File: config.mk
export PLATFORM = sky130hd
export DESIGN_NAME = pingpong_rd_ctrl
export DESIGN_NICKNAME = d
export VERILOG_FILES = /design/src/rtl/pingpong_pkg.sv /design/src/rtl/refresh_timer.sv /design/src/rtl/return_pipe.sv /design/src/rtl/pingpong_rd_ctrl.sv
export SDC_FILE = /design/constraint.sdc
export NUM_CORES = 1
export LEC_CHECK = 0
export BUFFER_PORTS_ARGS = -buffer_cell sky130_fd_sc_hd__buf_2
export CORE_ASPECT_RATIO = 0.75
export CORE_MARGIN = 2
export CORE_UTILIZATION = 35
export CTS_CLUSTER_DIAMETER = 30
export DETAILED_ROUTE_END_ITERATION = 10
export PLACE_DENSITY = 0.55
export SLEW_MARGIN = 20
export SYNTH_ARGS = -nofsm -noshare
export SYNTH_HDL_FRONTEND = slang
export SYNTH_HIERARCHICAL = 1
export SYNTH_SLANG_ARGS = --single-unit
File: constraint.sdc
create_clock -name clk -period 6.1 [get_ports clk]
set_input_delay 0.305 -clock clk [delete_from_list [all_inputs] [get_ports clk]]
set_output_delay 0.305 -clock clk [all_outputs]
set_load 0.01 [all_outputs]
File: src/rtl/pingpong_pkg.sv
package pingpong_pkg;
  typedef enum logic [2:0] {
    CMD_NOP = 3'd0,
    CMD_ACT = 3'd1,
    CMD_RD  = 3'd2,
    CMD_PRE = 3'd3,
    CMD_REF = 3'd4
  } mem_cmd_e;

  typedef enum logic [2:0] {
    ST_IDLE,
    ST_ACT,
    ST_RD,
    ST_PRE,
    ST_WAIT,
    ST_REF
  } rd_state_e;
endpackage

File: src/rtl/refresh_timer.sv
module refresh_timer #(
  parameter int INTERVAL = 6000000
) (
  input  logic clk,
  input  logic rst_n,
  input  logic ack,
  output logic due
);
  localparam int CW = (INTERVAL > 1) ? $clog2(INTERVAL) : 1;

  logic [CW-1:0] cnt;
  logic          wrap;

  assign wrap = (cnt == CW'(INTERVAL - 1));

  always_ff @(posedge clk) begin
    if (!rst_n) begin
      cnt <= '0;
      due <= 1'b0;
    end else begin
      cnt <= wrap ? '0 : cnt + 1'b1;
      if (wrap)     due <= 1'b1;
      else if (ack) due <= 1'b0;
    end
  end


  ack_needs_due_chk: assert property (@(posedge clk) disable iff (!rst_n)
    ack |-> due);
endmodule

File: src/rtl/return_pipe.sv
module return_pipe #(
  parameter int LAT = 2
) (
  input  logic clk,
  input  logic rst_n,
  input  logic issue,
  output logic valid,
  output logic busy
);
  logic [LAT-1:0] sr;

  generate
    if (LAT == 1) begin : g_one
      always_ff @(posedge clk) begin
        if (!rst_n) sr <= '0;
        else        sr <= issue;
      end
    end else begin : g_many
      always_ff @(posedge clk) begin
        if (!rst_n) sr <= '0;
        else        sr <= {sr[LAT-2:0], issue};
      end
    end
  endgenerate

  assign valid = sr[LAT-1];
  assign busy  = |sr;
endmodule

File: src/rtl/pingpong_rd_ctrl.sv
module pingpong_rd_ctrl
  import pingpong_pkg::*;
#(
  parameter int DATA_W       = 16,
  parameter int ADDR_W       = 10,
  parameter int BURST_LEN    = 8,
  parameter int CAS_LAT      = 2,
  parameter int REF_INTERVAL = 6000000,
  parameter int REF_ROWS     = 4096,
  parameter int REF_CYC      = 8
) (
  input  logic              clk,
  input  logic              rst_n,
  input  logic              fifo_afull,
  output logic              fifo_wvalid,
  output logic [DATA_W-1:0] fifo_wdata,
  input  logic [DATA_W-1:0] sd_rdata,
  output logic [2:0]        sd_cmd,
  output logic [ADDR_W-1:0] sd_addr,
  input  logic [ADDR_W-1:0] wr_last_addr,
  input  logic              wr_gap_done,
  output logic              mem_sel
);
  localparam int BW  = (BURST_LEN > 1) ? $clog2(BURST_LEN) : 1;
  localparam int RCW = (REF_ROWS > 1) ? $clog2(REF_ROWS) : 1;
  localparam int WCW = (REF_CYC > 1) ? $clog2(REF_CYC) : 1;

  rd_state_e          st;
  logic [ADDR_W-1:0]  rd_ptr, stop_ptr;
  logic               reached, hit_pend, row_open;
  logic [BW-1:0]      beat;
  logic [RCW-1:0]     ref_n;
  logic [WCW-1:0]     ref_w;
  logic               ref_due, ref_ack, pipe_busy, at_stop, last_beat;
  mem_cmd_e           cmd;

  assign ref_ack   = (st == ST_IDLE) && ref_due;
  assign at_stop   = (rd_ptr == stop_ptr);
  assign last_beat = at_stop || (beat == BW'(BURST_LEN - 1));

  refresh_timer #(.INTERVAL(REF_INTERVAL)) u_tmr (
    .clk(clk), .rst_n(rst_n), .ack(ref_ack), .due(ref_due)
  );

  return_pipe #(.LAT(CAS_LAT)) u_ret (
    .clk(clk), .rst_n(rst_n), .issue(cmd == CMD_RD),
    .valid(fifo_wvalid), .busy(pipe_busy)
  );

  always_comb begin
    unique case (st)
      ST_ACT:  cmd = CMD_ACT;
      ST_RD:   cmd = CMD_RD;
      ST_PRE:  cmd = CMD_PRE;
      ST_REF:  cmd = (ref_w == '0) ? CMD_REF : CMD_NOP;
      default: cmd = CMD_NOP;
    endcase
  end

  assign sd_cmd     = cmd;
  assign sd_addr    = rd_ptr;
  assign fifo_wdata = sd_rdata;

  always_ff @(posedge clk) begin
    if (!rst_n) begin
      st       <= ST_IDLE;
      rd_ptr   <= '0;
      stop_ptr <= '0;
      reached  <= 1'b1;
      hit_pend <= 1'b0;
      beat     <= '0;
      ref_n    <= '0;
      ref_w    <= '0;
      mem_sel  <= 1'b0;
    end else begin
      unique case (st)
        ST_IDLE: begin
          if (ref_due) begin
            st    <= ST_REF;
            ref_n <= '0;
            ref_w <= '0;
          end else if (reached && wr_gap_done) begin
            mem_sel  <= ~mem_sel;
            stop_ptr <= wr_last_addr;
            rd_ptr   <= '0;
            reached  <= 1'b0;
          end else if (!reached && !fifo_afull) begin
            st   <= ST_ACT;
            beat <= '0;
          end
        end
        ST_ACT: st <= ST_RD;
        ST_RD: begin
          rd_ptr <= rd_ptr + 1'b1;
          beat   <= beat + 1'b1;
          if (last_beat) begin
            hit_pend <= at_stop;
            st       <= ST_PRE;
          end
        end
        ST_PRE: st <= ST_WAIT;
        ST_WAIT: begin
          if (!pipe_busy) begin
            st <= ST_IDLE;
            if (hit_pend) begin
              reached  <= 1'b1;
              hit_pend <= 1'b0;
            end
          end
        end
        ST_REF: begin
          if (ref_w == WCW'(REF_CYC - 1)) begin
            ref_w <= '0;
            if (ref_n == RCW'(REF_ROWS - 1)) st <= ST_IDLE;
            else                             ref_n <= ref_n + 1'b1;
          end else begin
            ref_w <= ref_w + 1'b1;
          end
        end
        default: st <= ST_IDLE;
      endcase
    end
  end

  // Row tracking from the command stream, used only by the checks below
  always_ff @(posedge clk) begin
    if (!rst_n)                row_open <= 1'b0;
    else if (cmd == CMD_ACT)   row_open <= 1'b1;
    else if (cmd == CMD_PRE)   row_open <= 1'b0;
  end


  act_room_chk: assert property (@(posedge clk) disable iff (!rst_n)
    (sd_cmd == CMD_ACT) |-> !$past(fifo_afull));

  rd_bound_chk: assert property (@(posedge clk) disable iff (!rst_n)
    (sd_cmd == CMD_RD) |-> (sd_addr <= stop_ptr));

  sel_gap_chk: assert property (@(posedge clk) disable iff (!rst_n)
    (mem_sel != $past(mem_sel)) |-> $past(wr_gap_done));

  sel_quiet_chk: assert property (@(posedge clk) disable iff (!rst_n)
    (mem_sel != $past(mem_sel)) |-> (!row_open && !pipe_busy));

  ref_closed_chk: assert property (@(posedge clk) disable iff (!rst_n)
    (sd_cmd == CMD_REF) |-> !row_open);

  ref_no_push_chk: assert property (@(posedge clk) disable iff (!rst_n)
    (sd_cmd == CMD_REF) |-> !fifo_wvalid);
endmodule

; Yosys cells after proc, flatten, opt, wreduce, memory -nomap -nowiden
; Index checks and enable logic that the tools add are counted.
; W data, S select, Z words.
[totals]
word_cells = 101
reg_bits = 70
input_bits = 30
[op_classes]
n_bitwise = 3
eq_ne = 24
reduce_logical = 23
n_addsub = 5
muxes = 34
[ops]
columns = operator, count
row1 = $mux W3, 13
row2 = $mux W12, 3
row3 = $pmux W12 S2, 1
row4 = $add A23 B1 Y23 const B, 1
row5 = $eq A23 B23 Y1 const B, 1
row6 = $mux W10, 2
row7 = $pmux W10 S2, 1
row8 = $pmux W3 S6, 1
row9 = $ne A2 B2 Y1 const B, 8
row10 = $add A12 B1 Y12 const B, 1
row11 = $eq A12 B12 Y1 const B, 1
row12 = $eq A3 B3 Y1 const B, 4
row13 = $pmux W3 S2, 2
row14 = $pmux W3 S4, 1
row15 = $add A10 B1 Y10 const B, 1
row16 = $eq A10 B10 Y1, 1
row17 = $reduce_bool A2 Y1, 5
row18 = $eq A3 B2 Y1 const B, 3
row19 = $reduce_and A3 Y1, 3
row20 = $mux W1, 8
row21 = $reduce_and A4 Y1, 2
row22 = $add A3 B1 Y3 const B, 2
row23 = $logic_not A3 Y1, 2
row24 = $ne A2 B1 Y1 const B, 3
row25 = other kinds (12), 19

; Longest topological paths before layout
[depth]
ltp_word = 6
depth_mapped = 7
ltp_nobuf = 6

; Modules after synthesis
; Netlist, hierarchy kept.
[modules_own_cells]
columns = mod, area_each_um2, n_inst, cells_each
row1 = pingpong_rd_ctrl, 2468.6, 1, 287
row2 = refresh_timer, 1102.3, 1, 123
row3 = return_pipe, 58.8, 1, 5

; Worst setup path before layout
; OpenSTA, ideal clock, no wires.
[synth_timing]
kind = reg-to-reg
from = register u_tmr.cnt[7]
to = register u_tmr.cnt[20]
stages_incl_launch_ff = 6
setup_slack_ns = 4.139
t_required_ns = 5.978
n_path_buf = 1
t_arrival_ns = 1.839
path_cell_list = dfxtp_1 or4b_1 or4_4 o41ai_4 buf_6 a21oi_1
[synth_via]
elab_chain_cells = 2
[synth_rtl]
columns = item, line
row1 = start: declaration, refresh_timer.sv:11  ; logic [CW-1:0] cnt;
row2 = start signal: assignment, refresh_timer.sv:21  ; cnt <= wrap ? '0 : cnt + 1'b1;
row3 = "parallel branches: the longest is 2 deep, another holds $add A23 B1 Y23", n/a
; Parallel ways; which one is timed is not known.
; A chain may end at the register's enable or synchronous reset.

; Final worst setup path
[layout_timing]
from = register u_tmr.cnt[18]
to = register u_tmr.cnt[22]
; The elaborated chain is that of the path after synthesis.

==> metrics.md <==
| Metric | Value |
|---|---|
| Ratio of cells with drive above 1 in the final layout | 14.69% |
| Crit Path Class | reg2reg |
| Clock Skews | 0.007777 ns |
| Hold Path Depth | 3 |
| Largest cells by area after synthesis | dfxtp_1 (39%), nand2_1 (4.3%), xor2_1 (4.3%), a21oi_1 (4.3%), nor2_1 (3.9%) |
| Core ar. | 0.01017 mm² |
| Largest net degree at the start of global routing | 25 |
| First-pass GRT wire length | 13.48 mm |
| Via count | 2971 |
| P&R area growth vs syn | 12.51% |
| Post-route ant nets | 0 |
| Reg clk slew, reported paths | 0.06 ns |
| Compound-cell area share of the yosys netlist | 14.44% |
| Top cell type by total area after synthesis | dfxtp_1 |
| Reg-to-Reg End | u_tmr/cnt[22]$_SDFF_PP0_ |
| Worst-case reg-to-reg path depth | 5 |
| Skew-Pair Late Insertion Delay | 0.33 ns |
| Final global-route overflow total | 0 |
| Yosys warns | 6 |
| Clk pwr share | 45.6% |
| Worst path arrival time | 2.58 ns |
| Post-synthesis cell type count | 64 |
| Status | complete, no violations |
| Setup crit start | u_tmr/cnt[18]$_SDFF_PP0_ |
| I/O Buffers | 28 |
| Max-slew headroom | 48.79% |
| Final std cells w/o fill | 565 |
| Setup repair bufs after CTS | 0 |
| CTS Buffer Depth | 2 |
| Mean area per synthesized cell | 8.746 µm² |
| Critical Path Sink | u_tmr/cnt[22]$_SDFF_PP0_ |
| Top_reg_cell synth | dfxtp_1 |
| Worst Max-Slew Pin Slew | 0.7673 ns |
| GP Congestion | 0.7831 |
| # DRC | 0 |
| Simple-gate share of the synthesized area | 27.89% |
| Cells after synthesis | 415 |
| Ys async rst share | 0% |
| Sequential area share after synthesis | 38.61% |
| Post-synth EDFFs | 0 |
| Hold Buf Count CTS | 0 |
| Lkg Pwr | 1.524 nW |
| Sum Neg Setup Slack | 0 ns |
| Peak VDD IR | 0.0002298 V |
| Vias in the first global route | 2704 |
| Cell row count | 32 |
| Resize count post-CTS | 0 |
| PD cells | 328.8 mW/mm² |
| Starting Density | 35.69% |
| NumNets Final | 462 |
| Mux share of post-synthesis cell area | 1.379% |
| Hold WC Path Type | in2reg |
| Synth Cell Area | 0.003630 mm² |
| Total track usage | 15.18% |
| Yosys reg bits | 70 |
| Drt wl/cell | 14.50 µm |
| Tcrit/Tclk final | 38.86% |
| Die Footprint | 0.01121 mm² |
| R2R Setup Slk | 3.73 ns |
| DR vias/cell | 5.258 |
| Placed insts | 548 |
| Synth top area share | 38.61% |
| TritonCTS buffer count | 9 |
| Initial antenna violation count | 0 |
| Sw Ratio | 27.10% |
| # Max-Cap Violations | 0 |
| Switching power | 0.0003639 W |
| Max Freq | 421.9 MHz |
| RSZ-0062 raised after global routing | false |
| Max-slew violations | 0 |
| Diode count | 0 |
| DRT iter0 DRCs | 159 |
| Final hold violation count | 0 |
| TritonCTS clock tree | yes |
| CTS H-tree depth | 3 |
| Minimum clock period | 2.370 ns |
| Post-synth net total | 453 |
| I/O Pins | 61 |
| Die Y | 92.20 µm |
| Hpwl dp | 5.634 mm |
| WP data required | 6.31 ns |
| Post-Route WL | 8.193 mm |
| DR pass1 iterations | 4 |
| Root Driver | clkbuf_16 |
| Final setup fails | 0 |
| Pint | 0.0009787 W |
| Crit path max fanout | 11 |
| Largest family of logic cells by synthesized area | simple AND/OR/NAND/NOR gates |
| Combinational share of power | 14.1% |
| Clock Sink Count | 70 |
| DIE WIDTH | 121.6 µm |
| R2R Path Start | u_tmr/cnt[18]$_SDFF_PP0_ |
| Synthesized-area fraction occupied by adder cells | 2.758% |
| Xor-xnor portion of the synthesized cell area | 7.721% |
| Worst setup SP type | register |
| Flop pwr share | 40.3% |
| CP Capture Type | register |
worst min path at each step:
| stage | start | end | slack, ns |
|---|---|---|---|
| after floorplan | rst_n | reached$_SDFFE_PN1P_ | 0.37 |
| after global placement | u_ret/sr[0]$_SDFF_PN0_ | u_ret/sr[1]$_SDFF_PN0_ | 0.43 |
| after detailed placement | u_ret/sr[0]$_SDFF_PN0_ | u_ret/sr[1]$_SDFF_PN0_ | 0.44 |
| after CTS | wr_last_addr[9] | stop_ptr[9]$_SDFFE_PN0P_ | 0.20 |
| after global routing | wr_last_addr[1] | stop_ptr[1]$_SDFFE_PN0P_ | 0.20 |
| final | wr_last_addr[9] | stop_ptr[9]$_SDFFE_PN0P_ | 0.21 |
cell usage after synthesis (2+ instances only):
cell type,n
o41ai_1,2
xnor2_1,14
nand2b_1,3
buf_2,2
a21oi_1,31
inv_2,2
nor2_1,38
o21ai_0,12
nand4_1,11
nand2_1,42
o2111ai_1,2
or4b_1,3
a22oi_1,3
inv_1,10
clkbuf_1,7
xor2_1,18
o211ai_1,5
nor4_1,9
nand3_2,2
o21a_1,2
and4_1,3
nor3_1,8
buf_4,18
o31ai_1,5
ha_1,8
and3_1,8
nor4_2,2
mux2i_1,5
nor2b_1,3
buf_6,4
or4_1,7
or3_1,9
nand3_1,14
and2_1,3
and4bb_1,2
dfxtp_1,70
cells by family (layout without fill, tap and decap cells):
kind of cell    after synthesis  count (layout)
compound gates               77              77
xor+xnor                     32              32
flops                        70              70
fa+ha+maj                     8               8
mux                           5               5
buf+inv                      43              57
simple gates                180             180
layout by cell type, fill, tap and decap left out, types with 9 or more instances in the layout:
cell type / Yosys / routed
a21oi_1: 31 / 31
buf_2: 2 / 28
dfxtp_1: 70 / 70
nand3_1: 14 / 14
clkbuf_16: 0 / 9
nor4_1: 9 / 9
nand4_1: 11 / 11
nor2_1: 38 / 38
inv_1: 10 / 10
xor2_1: 18 / 18
or3_1: 9 / 9
xnor2_1: 14 / 14
o21ai_0: 12 / 12
nand2_1: 42 / 42
area by class of cell:
| type | instances | area (µm²) |
|---|---|---|
| fillers | 1042 | 6086 |
| multi-input cells | 302 | 1967 |
| flip-flops and latches | 70 | 1401 |
| clock buffers | 11 | 242.7 |
| well taps | 136 | 170.2 |
| repair buffers | 29 | 151.4 |
| clock inverters | 5 | 106.4 |
| inverters | 12 | 45.04 |
power groups by stage:
stage	registers [W]	logic, W	clock network, W
final	0.000541	0.000190	0.000612
after global routing	0.000549	0.000215	0.000646
after CTS	0.000542	0.000190	0.000624
after detailed placement	0.000551	0.000189	0
after global placement	0.000550	0.000186	0
after floorplan	0.000527	0.000173	0
state kept, by name, indices dropped and copies added, names as in the netlist:
register and count:
u_tmr/cnt 23, ref_n 12, sd_addr 10, stop_ptr 10
beat 3, ref_w 3, st 3, u_ret/sr 2
hit_pend 1, mem_sel 1, reached 1, u_tmr/due 1
critical path, stage by stage, from the launching register on:
cell,delay (ns)
dfxtp_1,0.37
or4b_1,0.51
or4_4,0.45
o41ai_4,0.63
buf_6,0.24
a21oi_1,0.05
routing by layer:
metal,up-vias,GRT usage (%),share of wire (%)
met2,50,21.07,41
met3,7,4.975,4.4
met5,-,0,0
met1,1406,22.36,54
li1,1508,-,-
met4,0,3.831,0.85
per-stage QoR:
stage | instance area (µm²) | utilization [%] | setup WS (ns) | power (W) | hold slack (ns)
after floorplan | 3630 | - | 4.139 | 0.0006993 | 0.3669
after global placement | 3724 | 36.61 | 3.556 | 0.0007355 | 0.4301
after detailed placement | 3724 | 36.61 | 3.496 | 0.0007405 | 0.4371
after CTS | 4073 | 40.05 | 3.503 | 0.001356 | 0.1973
after global routing | 4084 | 40.16 | 3.612 | 0.001410 | 0.1989
final | 4084 | 40.16 | 3.730 | 0.001343 | 0.2088
Note: power is estimated with default switching activity, not from simulation.
